[src/rtl/gpio_ctl_pkg.sv]
`timescale 1ns/1ps
package gpio_ctl_pkg;
  localparam int unsigned ADDR_W = 5;

  typedef enum logic [ADDR_W-1:0] {
    A_DIR = 5'h00,
    A_ODR = 5'h04,
    A_DAT = 5'h08,
    A_EVT = 5'h0C,
    A_MSK = 5'h10,
    A_EDG = 5'h14
  } reg_addr_e;
endpackage

[src/rtl/gpio_sync.sv]
`timescale 1ns/1ps
// Two-flop synchronizer plus one history stage, per bit.
module gpio_sync #(
  parameter int unsigned W = 32
) (
  input  logic         clk_i,
  input  logic         rst_ni,
  input  logic [W-1:0] raw_i,
  output logic [W-1:0] sync_o,
  output logic [W-1:0] prev_o
);
  for (genvar b = 0; b < W; b++) begin : g_bit
    logic s1_q, s2_q, p_q;
    always_ff @(posedge clk_i or negedge rst_ni) begin
      if (!rst_ni) begin
        s1_q <= 1'b0;
        s2_q <= 1'b0;
        p_q  <= 1'b0;
      end else begin
        s1_q <= raw_i[b];
        s2_q <= s1_q;
        p_q  <= s2_q;
      end
    end
    assign sync_o[b] = s2_q;
    assign prev_o[b] = p_q;
  end
endmodule

[src/rtl/gpio_edge.sv]
`timescale 1ns/1ps
module gpio_edge #(
  parameter int unsigned W = 32
) (
  input  logic [W-1:0] sync_i,
  input  logic [W-1:0] prev_i,
  input  logic [W-1:0] fall_only_i,
  output logic [W-1:0] det_o
);
  for (genvar b = 0; b < W; b++) begin : g_bit
    logic rise, fall;
    assign rise     = sync_i[b] & ~prev_i[b];
    assign fall     = ~sync_i[b] & prev_i[b];
    assign det_o[b] = fall | (rise & ~fall_only_i[b]);
  end
endmodule

[src/rtl/gpio_regs.sv]
`timescale 1ns/1ps
module gpio_regs
  import gpio_ctl_pkg::*;
#(
  parameter int unsigned W = 32
) (
  input  logic              clk_i,
  input  logic              rst_ni,
  input  logic              req_i,
  input  logic              we_i,
  input  logic [ADDR_W-1:0] addr_i,
  input  logic [W-1:0]      wdata_i,
  input  logic [W-1:0]      sync_i,
  input  logic [W-1:0]      det_i,
  output logic [W-1:0]      rdata_o,
  output logic [W-1:0]      dir_o,
  output logic [W-1:0]      odr_o,
  output logic [W-1:0]      dat_o,
  output logic [W-1:0]      ev_o,
  output logic [W-1:0]      msk_o,
  output logic [W-1:0]      edg_o
);
  logic          wr;
  logic [W-1:0]  clr;

  assign wr  = req_i & we_i;
  assign clr = (wr && addr_i == A_EVT) ? wdata_i : '0;

  always_ff @(posedge clk_i or negedge rst_ni) begin
    if (!rst_ni) begin
      dir_o <= '0;
      odr_o <= '0;
      dat_o <= '0;
      msk_o <= '0;
      edg_o <= '0;
    end else if (wr) begin
      case (addr_i)
        A_DIR:   dir_o <= wdata_i;
        A_ODR:   odr_o <= wdata_i;
        A_DAT:   dat_o <= wdata_i;
        A_MSK:   msk_o <= wdata_i;
        A_EDG:   edg_o <= wdata_i;
        default: ;
      endcase
    end
  end

  // a fresh edge outranks a same-cycle clear
  always_ff @(posedge clk_i or negedge rst_ni) begin
    if (!rst_ni) ev_o <= '0;
    else         ev_o <= (ev_o & ~clr) | det_i;
  end

  always_comb begin
    case (addr_i)
      A_DIR:   rdata_o = dir_o;
      A_ODR:   rdata_o = odr_o;
      A_DAT:   rdata_o = (dat_o & dir_o) | (sync_i & ~dir_o);
      A_EVT:   rdata_o = ev_o;
      A_MSK:   rdata_o = msk_o;
      A_EDG:   rdata_o = edg_o;
      default: rdata_o = '0;
    endcase
  end
endmodule

[src/rtl/gpio_pad.sv]
`timescale 1ns/1ps
// Register-bit domain in, pin-number domain out.
module gpio_pad #(
  parameter int unsigned W = 32
) (
  input  logic [W-1:0] dir_i,
  input  logic [W-1:0] odr_i,
  input  logic [W-1:0] dat_i,
  output logic [W-1:0] pin_o,
  output logic [W-1:0] pin_oe_o
);
  for (genvar n = 0; n < W; n++) begin : g_pin
    localparam int unsigned B = W - 1 - n;
    assign pin_o[n]    = odr_i[B] ? 1'b0 : dat_i[B];
    assign pin_oe_o[n] = dir_i[B] & (odr_i[B] ? ~dat_i[B] : 1'b1);
  end
endmodule

[src/rtl/gpio_ctl.sv]
`timescale 1ns/1ps
module gpio_ctl
  import gpio_ctl_pkg::*;
#(
  parameter int unsigned NPINS = 32
) (
  input  logic              clk_i,
  input  logic              rst_ni,
  input  logic              req_i,
  input  logic              we_i,
  input  logic [ADDR_W-1:0] addr_i,
  input  logic [NPINS-1:0]  wdata_i,
  output logic [NPINS-1:0]  rdata_o,
  input  logic [NPINS-1:0]  pin_i,
  output logic [NPINS-1:0]  pin_o,
  output logic [NPINS-1:0]  pin_oe_o,
  output logic              irq_o
);
  logic [NPINS-1:0] raw_bits, sync_q, prev_q, det;
  logic [NPINS-1:0] dir_q, odr_q, dat_q, ev_q, msk_q, edg_q;

  for (genvar n = 0; n < NPINS; n++) begin : g_rev
    assign raw_bits[NPINS-1-n] = pin_i[n];
  end

  gpio_sync #(.W(NPINS)) u_sync (
    .clk_i  (clk_i),
    .rst_ni (rst_ni),
    .raw_i  (raw_bits),
    .sync_o (sync_q),
    .prev_o (prev_q)
  );

  gpio_edge #(.W(NPINS)) u_edge (
    .sync_i      (sync_q),
    .prev_i      (prev_q),
    .fall_only_i (edg_q),
    .det_o       (det)
  );

  gpio_regs #(.W(NPINS)) u_regs (
    .clk_i   (clk_i),
    .rst_ni  (rst_ni),
    .req_i   (req_i),
    .we_i    (we_i),
    .addr_i  (addr_i),
    .wdata_i (wdata_i),
    .sync_i  (sync_q),
    .det_i   (det),
    .rdata_o (rdata_o),
    .dir_o   (dir_q),
    .odr_o   (odr_q),
    .dat_o   (dat_q),
    .ev_o    (ev_q),
    .msk_o   (msk_q),
    .edg_o   (edg_q)
  );

  gpio_pad #(.W(NPINS)) u_pad (
    .dir_i    (dir_q),
    .odr_i    (odr_q),
    .dat_i    (dat_q),
    .pin_o    (pin_o),
    .pin_oe_o (pin_oe_o)
  );

  assign irq_o = |(ev_q & msk_q);
endmodule

[config.mk]
export PLATFORM = sky130hd
export DESIGN_NAME = gpio_ctl
export DESIGN_NICKNAME = d
export VERILOG_FILES = /design/src/rtl/gpio_ctl_pkg.sv /design/src/rtl/gpio_sync.sv /design/src/rtl/gpio_edge.sv /design/src/rtl/gpio_regs.sv /design/src/rtl/gpio_pad.sv /design/src/rtl/gpio_ctl.sv
export SDC_FILE = /design/constraint.sdc
export NUM_CORES = 1
export LEC_CHECK = 0
export ABC_AREA = 1
export BUFFER_PORTS_ARGS = -buffer_cell sky130_fd_sc_hd__buf_2
export CAP_MARGIN = 20
export CORE_AREA = 2 2 185 187
export CTS_BUF_LIST = sky130_fd_sc_hd__clkbuf_8
export DETAILED_ROUTE_END_ITERATION = 10
export DIE_AREA = 0 0 187 189
export GPL_TIMING_DRIVEN = 0
export PLACE_DENSITY = 0.6
export SKIP_LAST_GASP = 1
export SLEW_MARGIN = 5
export SYNTH_ARGS = -nofsm -noshare
export SYNTH_HDL_FRONTEND = slang
export SYNTH_SLANG_ARGS = --single-unit
[constraint.sdc]
create_clock -name clk_i -period 2.1 [get_ports clk_i]
set_clock_uncertainty 0.15 [all_clocks]
set_input_delay 0.315 -clock clk_i [delete_from_list [all_inputs] [get_ports clk_i]]
set_output_delay 0.315 -clock clk_i [all_outputs]
set_load 0.1 [all_outputs]
* Word-level counts from Yosys, hierarchy flattened
Cells that the tools add are included.
** Word-level totals
- Output and inout bits :: 97
- Register bits after elaboration :: 288
- Word-level logic and storage cells :: 478
** Operators by class
- Equal/unequal tests :: 5
- Muxes and demuxes :: 66
- Reduce and logical (&&, ||, !) cells :: 8
- Bitwise logic cells :: 297
** Operators by type and width (count)
- $pmux W32 S6 :: 1
- $and A1 B1 Y1 :: 129
- $and A32 B32 Y32 :: 4
- $not A1 Y1 :: 128
- $mux W1 :: 64
- $not A32 Y32 :: 2
- $or A32 B32 Y32 :: 2
- $mux W32 :: 1
- $or A1 B1 Y1 :: 32
- $reduce_or A32 Y1 :: 1
- $eq A5 B4 Y1 const B :: 2
- $eq A5 B5 Y1 const B :: 2
- $reduce_and A2 Y1 :: 5
- $eq A5 B3 Y1 const B :: 1
- $logic_not A5 Y1 :: 1
- $logic_and A1 B1 Y1 :: 1

* Longest topological paths before layout
- Word-level depth :: 6
- Gate-level depth with buffers :: 9
- Gate-level depth less buffers :: 8

* Cells and area by module
Synthesis repeated with hierarchy kept, for this count alone.
** Unflattened totals
- Cells, all modules :: 1804
- Area total of the unflattened synthesis :: 13975.9 sq um
** By module, submodules not included
- gpio_regs :: cells each 1261, times used 1, area an instance 9575.4 sq um, seq. area each 4804.6 sq um
- gpio_sync :: cells each 160, times used 1, area an instance 2882.8 sq um, seq. area each 2402.3 sq um
- gpio_edge :: cells each 192, times used 1, area an instance 760.7 sq um, seq. area each 0.0 sq um
- gpio_pad :: cells each 128, times used 1, area an instance 520.5 sq um, seq. area each 0.0 sq um
- gpio_ctl :: cells each 63, times used 1, area an instance 236.5 sq um, seq. area each 0.0 sq um

* Worst setup path after synthesis
Ideal clock, no wire load.
- Kind :: reg2out
- Start :: register u_regs.odr_o[30]
- End :: output pin_oe_o[1]
- Data arrival time :: 1.880 ns
- Cell stages (with the launch flop) :: 2
- Slack :: -0.245 ns
- Cells stage by stage :: dfrtp_1 -> a21oi_1
** On the way
- Cells in the longest elaborated chain, start to end :: 2
** RTL lines
- start, declared :: RTL line gpio_regs.sv:17 : output logic [W-1:0] odr_o,
- start signal, assigned :: RTL line gpio_regs.sv:39 : A_ODR: odr_o <= wdata_i;
- $mux W1 :: RTL line gpio_pad.sv:15 : assign pin_oe_o[n] = dir_i[B] & (odr_i[B] ? ~dat_i[B] : 1'b1);
- $and A1 B1 Y1 :: RTL line gpio_pad.sv:15
- end, declared :: RTL line gpio_ctl.sv:16 : output logic [NPINS-1:0] pin_oe_o,
No other way between the ends.

* Worst setup path after layout
- Start :: register u_regs.ev_o[27]
- End :: output irq_o
** On the way
- Cells in the longest elaborated chain, start to end :: 2
** RTL lines
- start, declared :: RTL line gpio_regs.sv:19 : output logic [W-1:0] ev_o,
- start signal, assigned :: RTL line gpio_regs.sv:51 : else ev_o <= (ev_o & ~clr) | det_i;
- $and A32 B32 Y32 :: RTL line gpio_ctl.sv:67 : assign irq_o = |(ev_q & msk_q);
- $reduce_or A32 Y1 :: RTL line gpio_ctl.sv:67
- end, declared :: RTL line gpio_ctl.sv:17 : output logic irq_o
No other way between the ends.

==> impl_metrics.env <==
export IMPL_drv_cap=0
export IMPL_critPathMaxStageDelay_ns=0.40
export IMPL_vias=12500
export IMPL_fin_crit_sh_pct=107
export IMPL_clk_latency_ns=0.60
export IMPL_path_cells="nand2_1, nand2_1, nor2_2, nand2_2, nor2_4, nand2_4, buf_12"
export IMPL_cp_top_family="simple AND/OR/NAND/NOR gates"
export IMPL_rows=67
export IMPL_worst_slack_ns=-0.153
export IMPL_crit_type="reg -> out"
export IMPL_clkSlewWorstSetupHoldPaths_ns=0.06
export IMPL_grt_pass1_wl_mm=69.7
export IMPL_insertedDiodeCount=0
export IMPL_io_pins=170
export IMPL_syn_area_sq_um=13200
export IMPL_r2r_end="u_regs.ev_o[20]"
export IMPL_leakage_uw=0.00892
export IMPL_async_flop_share_pct=100
export IMPL_synth_edff_count=0
export IMPL_cts_tree="built"
export IMPL_syn_inst=1612
export IMPL_crit_slowest_cell="dfrtp_1"
export IMPL_violations="negative setup slack"
export IMPL_numClockSinks=288
export IMPL_start_util_pct=39.5
export IMPL_crit_required_ns=1.63
export IMPL_wl_per_cell_microns=18.5
export IMPL_end_kind="output port"
export IMPL_post_place_ws_ns=-0.640
export IMPL_vdd_drop_max_mv=0.724
export IMPL_die_width_microns=187
export IMPL_p_sw_share_pct=35.1
export IMPL_drc=0
export IMPL_seqPwrFrac_pct=41.8
export IMPL_whs_path_depth=4
export IMPL_grt_max_degree=110
export IMPL_hpwl_mm=28.8
export IMPL_setup_viol=32
export IMPL_reg2reg_depth=5
export IMPL_track_usage_pct=25.3
export IMPL_post_route_min_period_ns=2.25
export IMPL_holdWs_ns=0.0336
export IMPL_htreeDepth=2
export IMPL_internal_power_uw=10200
export IMPL_critPathLaunchType="flop"
export IMPL_clk_path_buf_depth=3
export IMPL_port_buffers=167
export IMPL_dr_pass1_iters=6
export IMPL_synth_area_per_cell_sq_um=8.16
export IMPL_synth_flop_cell="dfrtp_1"
export IMPL_nFillCells=3130
export IMPL_cp_num_buf_inv=1
export IMPL_hold_viol_final=0
export IMPL_numCtsBuffers=52
export IMPL_grt_pass1_vias=12500
export IMPL_overflow=0
export IMPL_slew_limit_headroom_pct=47.6
export IMPL_use_met3_pct=4.62
export IMPL_path_max_fanout=3
export IMPL_gp_congestion=0.876
export IMPL_grt_setup_unrepaired="yes"
export IMPL_clock_power_share_pct=34.9
export IMPL_worstHoldStart="addr_i[4]"
export IMPL_syn_to_final_growth_pct=36.7
export IMPL_vias_per_cell=5.14
export IMPL_drive_gt1_share_pct=28.7
export IMPL_ys_warn_count=0
export IMPL_tightest_slew_ns=0.786
export IMPL_clock_root_buffer="clkbuf_8"
export IMPL_powerDensity_nw_per_um2=871
export IMPL_nNetsFinal=2027
export IMPL_reg2reg_from="u_sync.g_bit[20].s2_q"
export IMPL_grt_antenna_before_repair=1
export IMPL_fp_dieArea_sq_um=35300
export IMPL_reg2reg_slack_ns=1.00
export IMPL_ys_seq_area_share_pct=54.8
export IMPL_combinationalPowerShare_pct=23.3
export IMPL_use_met1_pct=33.7
export IMPL_drt_iter0_markers=979
export IMPL_drv_slew=0
export IMPL_holdPathEnd="u_regs.msk_o[1]"
export IMPL_ys_ff_latch=288
export IMPL_power_switching_uw=5500
export IMPL_synth_cell_types=21
export IMPL_wl_mm=45.0
export IMPL_hold_class="in -> reg"
export IMPL_max_freq_ghz=0.444
export IMPL_synth_fp_nets=1685
export IMPL_crit_arrival_ns=1.79
export IMPL_core_sq_um=33300
export IMPL_die_h_microns=189
export IMPL_status="finished, violations left"
export IMPL_grt_use_met2_pct=41.5
export IMPL_top_usage_layer="met2"
export IMPL_path_common_cell="nand2_1"
export IMPL_ant_nets=0
export IMPL_crit_start="u_regs.ev_o[27]"
==> how the worst max path moves through the flow <==
stage / cells after the start / end / slack [ns]
floorplan: 7 / rdata_o[0] / 0.05
global placement: 1 / u_sync.g_bit[15].s1_q / -5.01
detailed placement: 10 / rdata_o[21] / -0.64
CTS: 7 / irq_o / -0.22
global route: 7 / irq_o / -0.22
finish: 7 / irq_o / -0.15
==> registers in the layout, summed over array words and instances (netlist names) <==
signal             flops
u_regs.dat_o          32
u_regs.dir_o          32
u_regs.edg_o          32
u_regs.ev_o           32
u_regs.msk_o          32
u_regs.odr_o          32
u_sync.g_bit.p_q      32
u_sync.g_bit.s1_q     32
u_sync.g_bit.s2_q     32
==> what timing repair did <==
item | CTS | global route
hold endpoints to repair | 308 | 0
resized for setup | 262 | 78
hold buffers | 65 | 0
setup buffers | 17 | 37
endpoints found under the setup margin | 77 | 107
pin swaps | 9 | 27
==> stage by stage <==
step / area, sq um / setup TNS, ns / power, uW / std cells / utilization (%)
after global routing: 18000 / -3.72 / 16300 / 2439 / 54.1
after global placement: 14800 / -1456.51 / 9680 / 2227 / 44.6
final: 18000 / -1.02 / 15700 / 2439 / 54.1
after floorplan: 13400 / 0 / 8900 / 1612 / -
after CTS: 17500 / -1.67 / 15500 / 2402 / 52.5
after detailed placement: 14900 / -22.50 / 9740 / 2229 / 44.8
==> power groups by stage <==
stage               combinational (uW)  sequential (uW)  clock [uW]
CTS                               3450             6540        5550
finish                            3650             6550        5470
global route                      3890             6600        5820
global placement                  3070             6610           0
detailed placement                3120             6620           0
floorplan                         2420             6480           0
==> layout by cell type, fill, tap and decap left out, drive strengths merged <==
cell type and instances:
dfrtp 288, nand2 507, inv 212, nand3b 32, nor2 81, nand4 131
clkbuf 103, dlygate4sd3 65, nand3 35, buf 278, clkinv 3, a21oi 32
clkinvlp 1, o21ai 223
==> synth_stat cells, types with 3 or more instances <==
| master | n | area (sq um) |
|---|---|---|
| nor2_2 | 3 | 18.8 |
| nand2_1 | 506 | 1900 |
| buf_4 | 3 | 22.5 |
| inv_1 | 194 | 728 |
| nand3_1 | 33 | 165 |
| nor2_1 | 76 | 285 |
| buf_2 | 55 | 275 |
| o21ai_0 | 52 | 260 |
| o21ai_1 | 171 | 856 |
| dfrtp_1 | 288 | 7210 |
| clkbuf_1 | 16 | 60.1 |
| inv_2 | 4 | 15.0 |
| buf_1 | 11 | 41.3 |
| nand4_4 | 3 | 63.8 |
| a21oi_1 | 32 | 160 |
| nand4_1 | 128 | 801 |
| nand3b_1 | 32 | 240 |
==> layout make-up <==
class                           count  area (sq um)  area share [%]
Buffer                             85           533            2.96
Clock buffer                       73          1000            5.59
Inverter                          198           743            4.13
Sequential cell                   288          7210            40.1
Timing Repair Buffer              288          2610            14.5
Multi-Input combinational cell   1041          5240            29.1
Tap cell                          448           561            3.12
Clock inverter                     18          80.1           0.445
==> routing by layer <==
layer | share of wire [%] | vias to the layer above
met1 | 42 | 5997
met2 | 47 | 528
met5 | 0.024 | -
met4 | 2.9 | 2
li1 | - | 5914
met3 | 7.5 | 99
==> kinds of logic after synthesis <==
logic type / after synthesis / synth area share (%)
buffers and inverters: 283 / 8.68
AOI/OAI and AO/OA: 255 / 9.70
and+or+nand+nor: 786 / 26.8
DFF: 288 / 54.8
==> worst register-to-register path, stage by stage (launching register included) <==
cell      delay, ns
dfrtp_1        0.41
buf_4          0.16
nand3b_1       0.07
o21ai_0        0.08
inv_1          0.07
nand2_1        0.05
No activity file was read; power rests on OpenSTA's default activity.
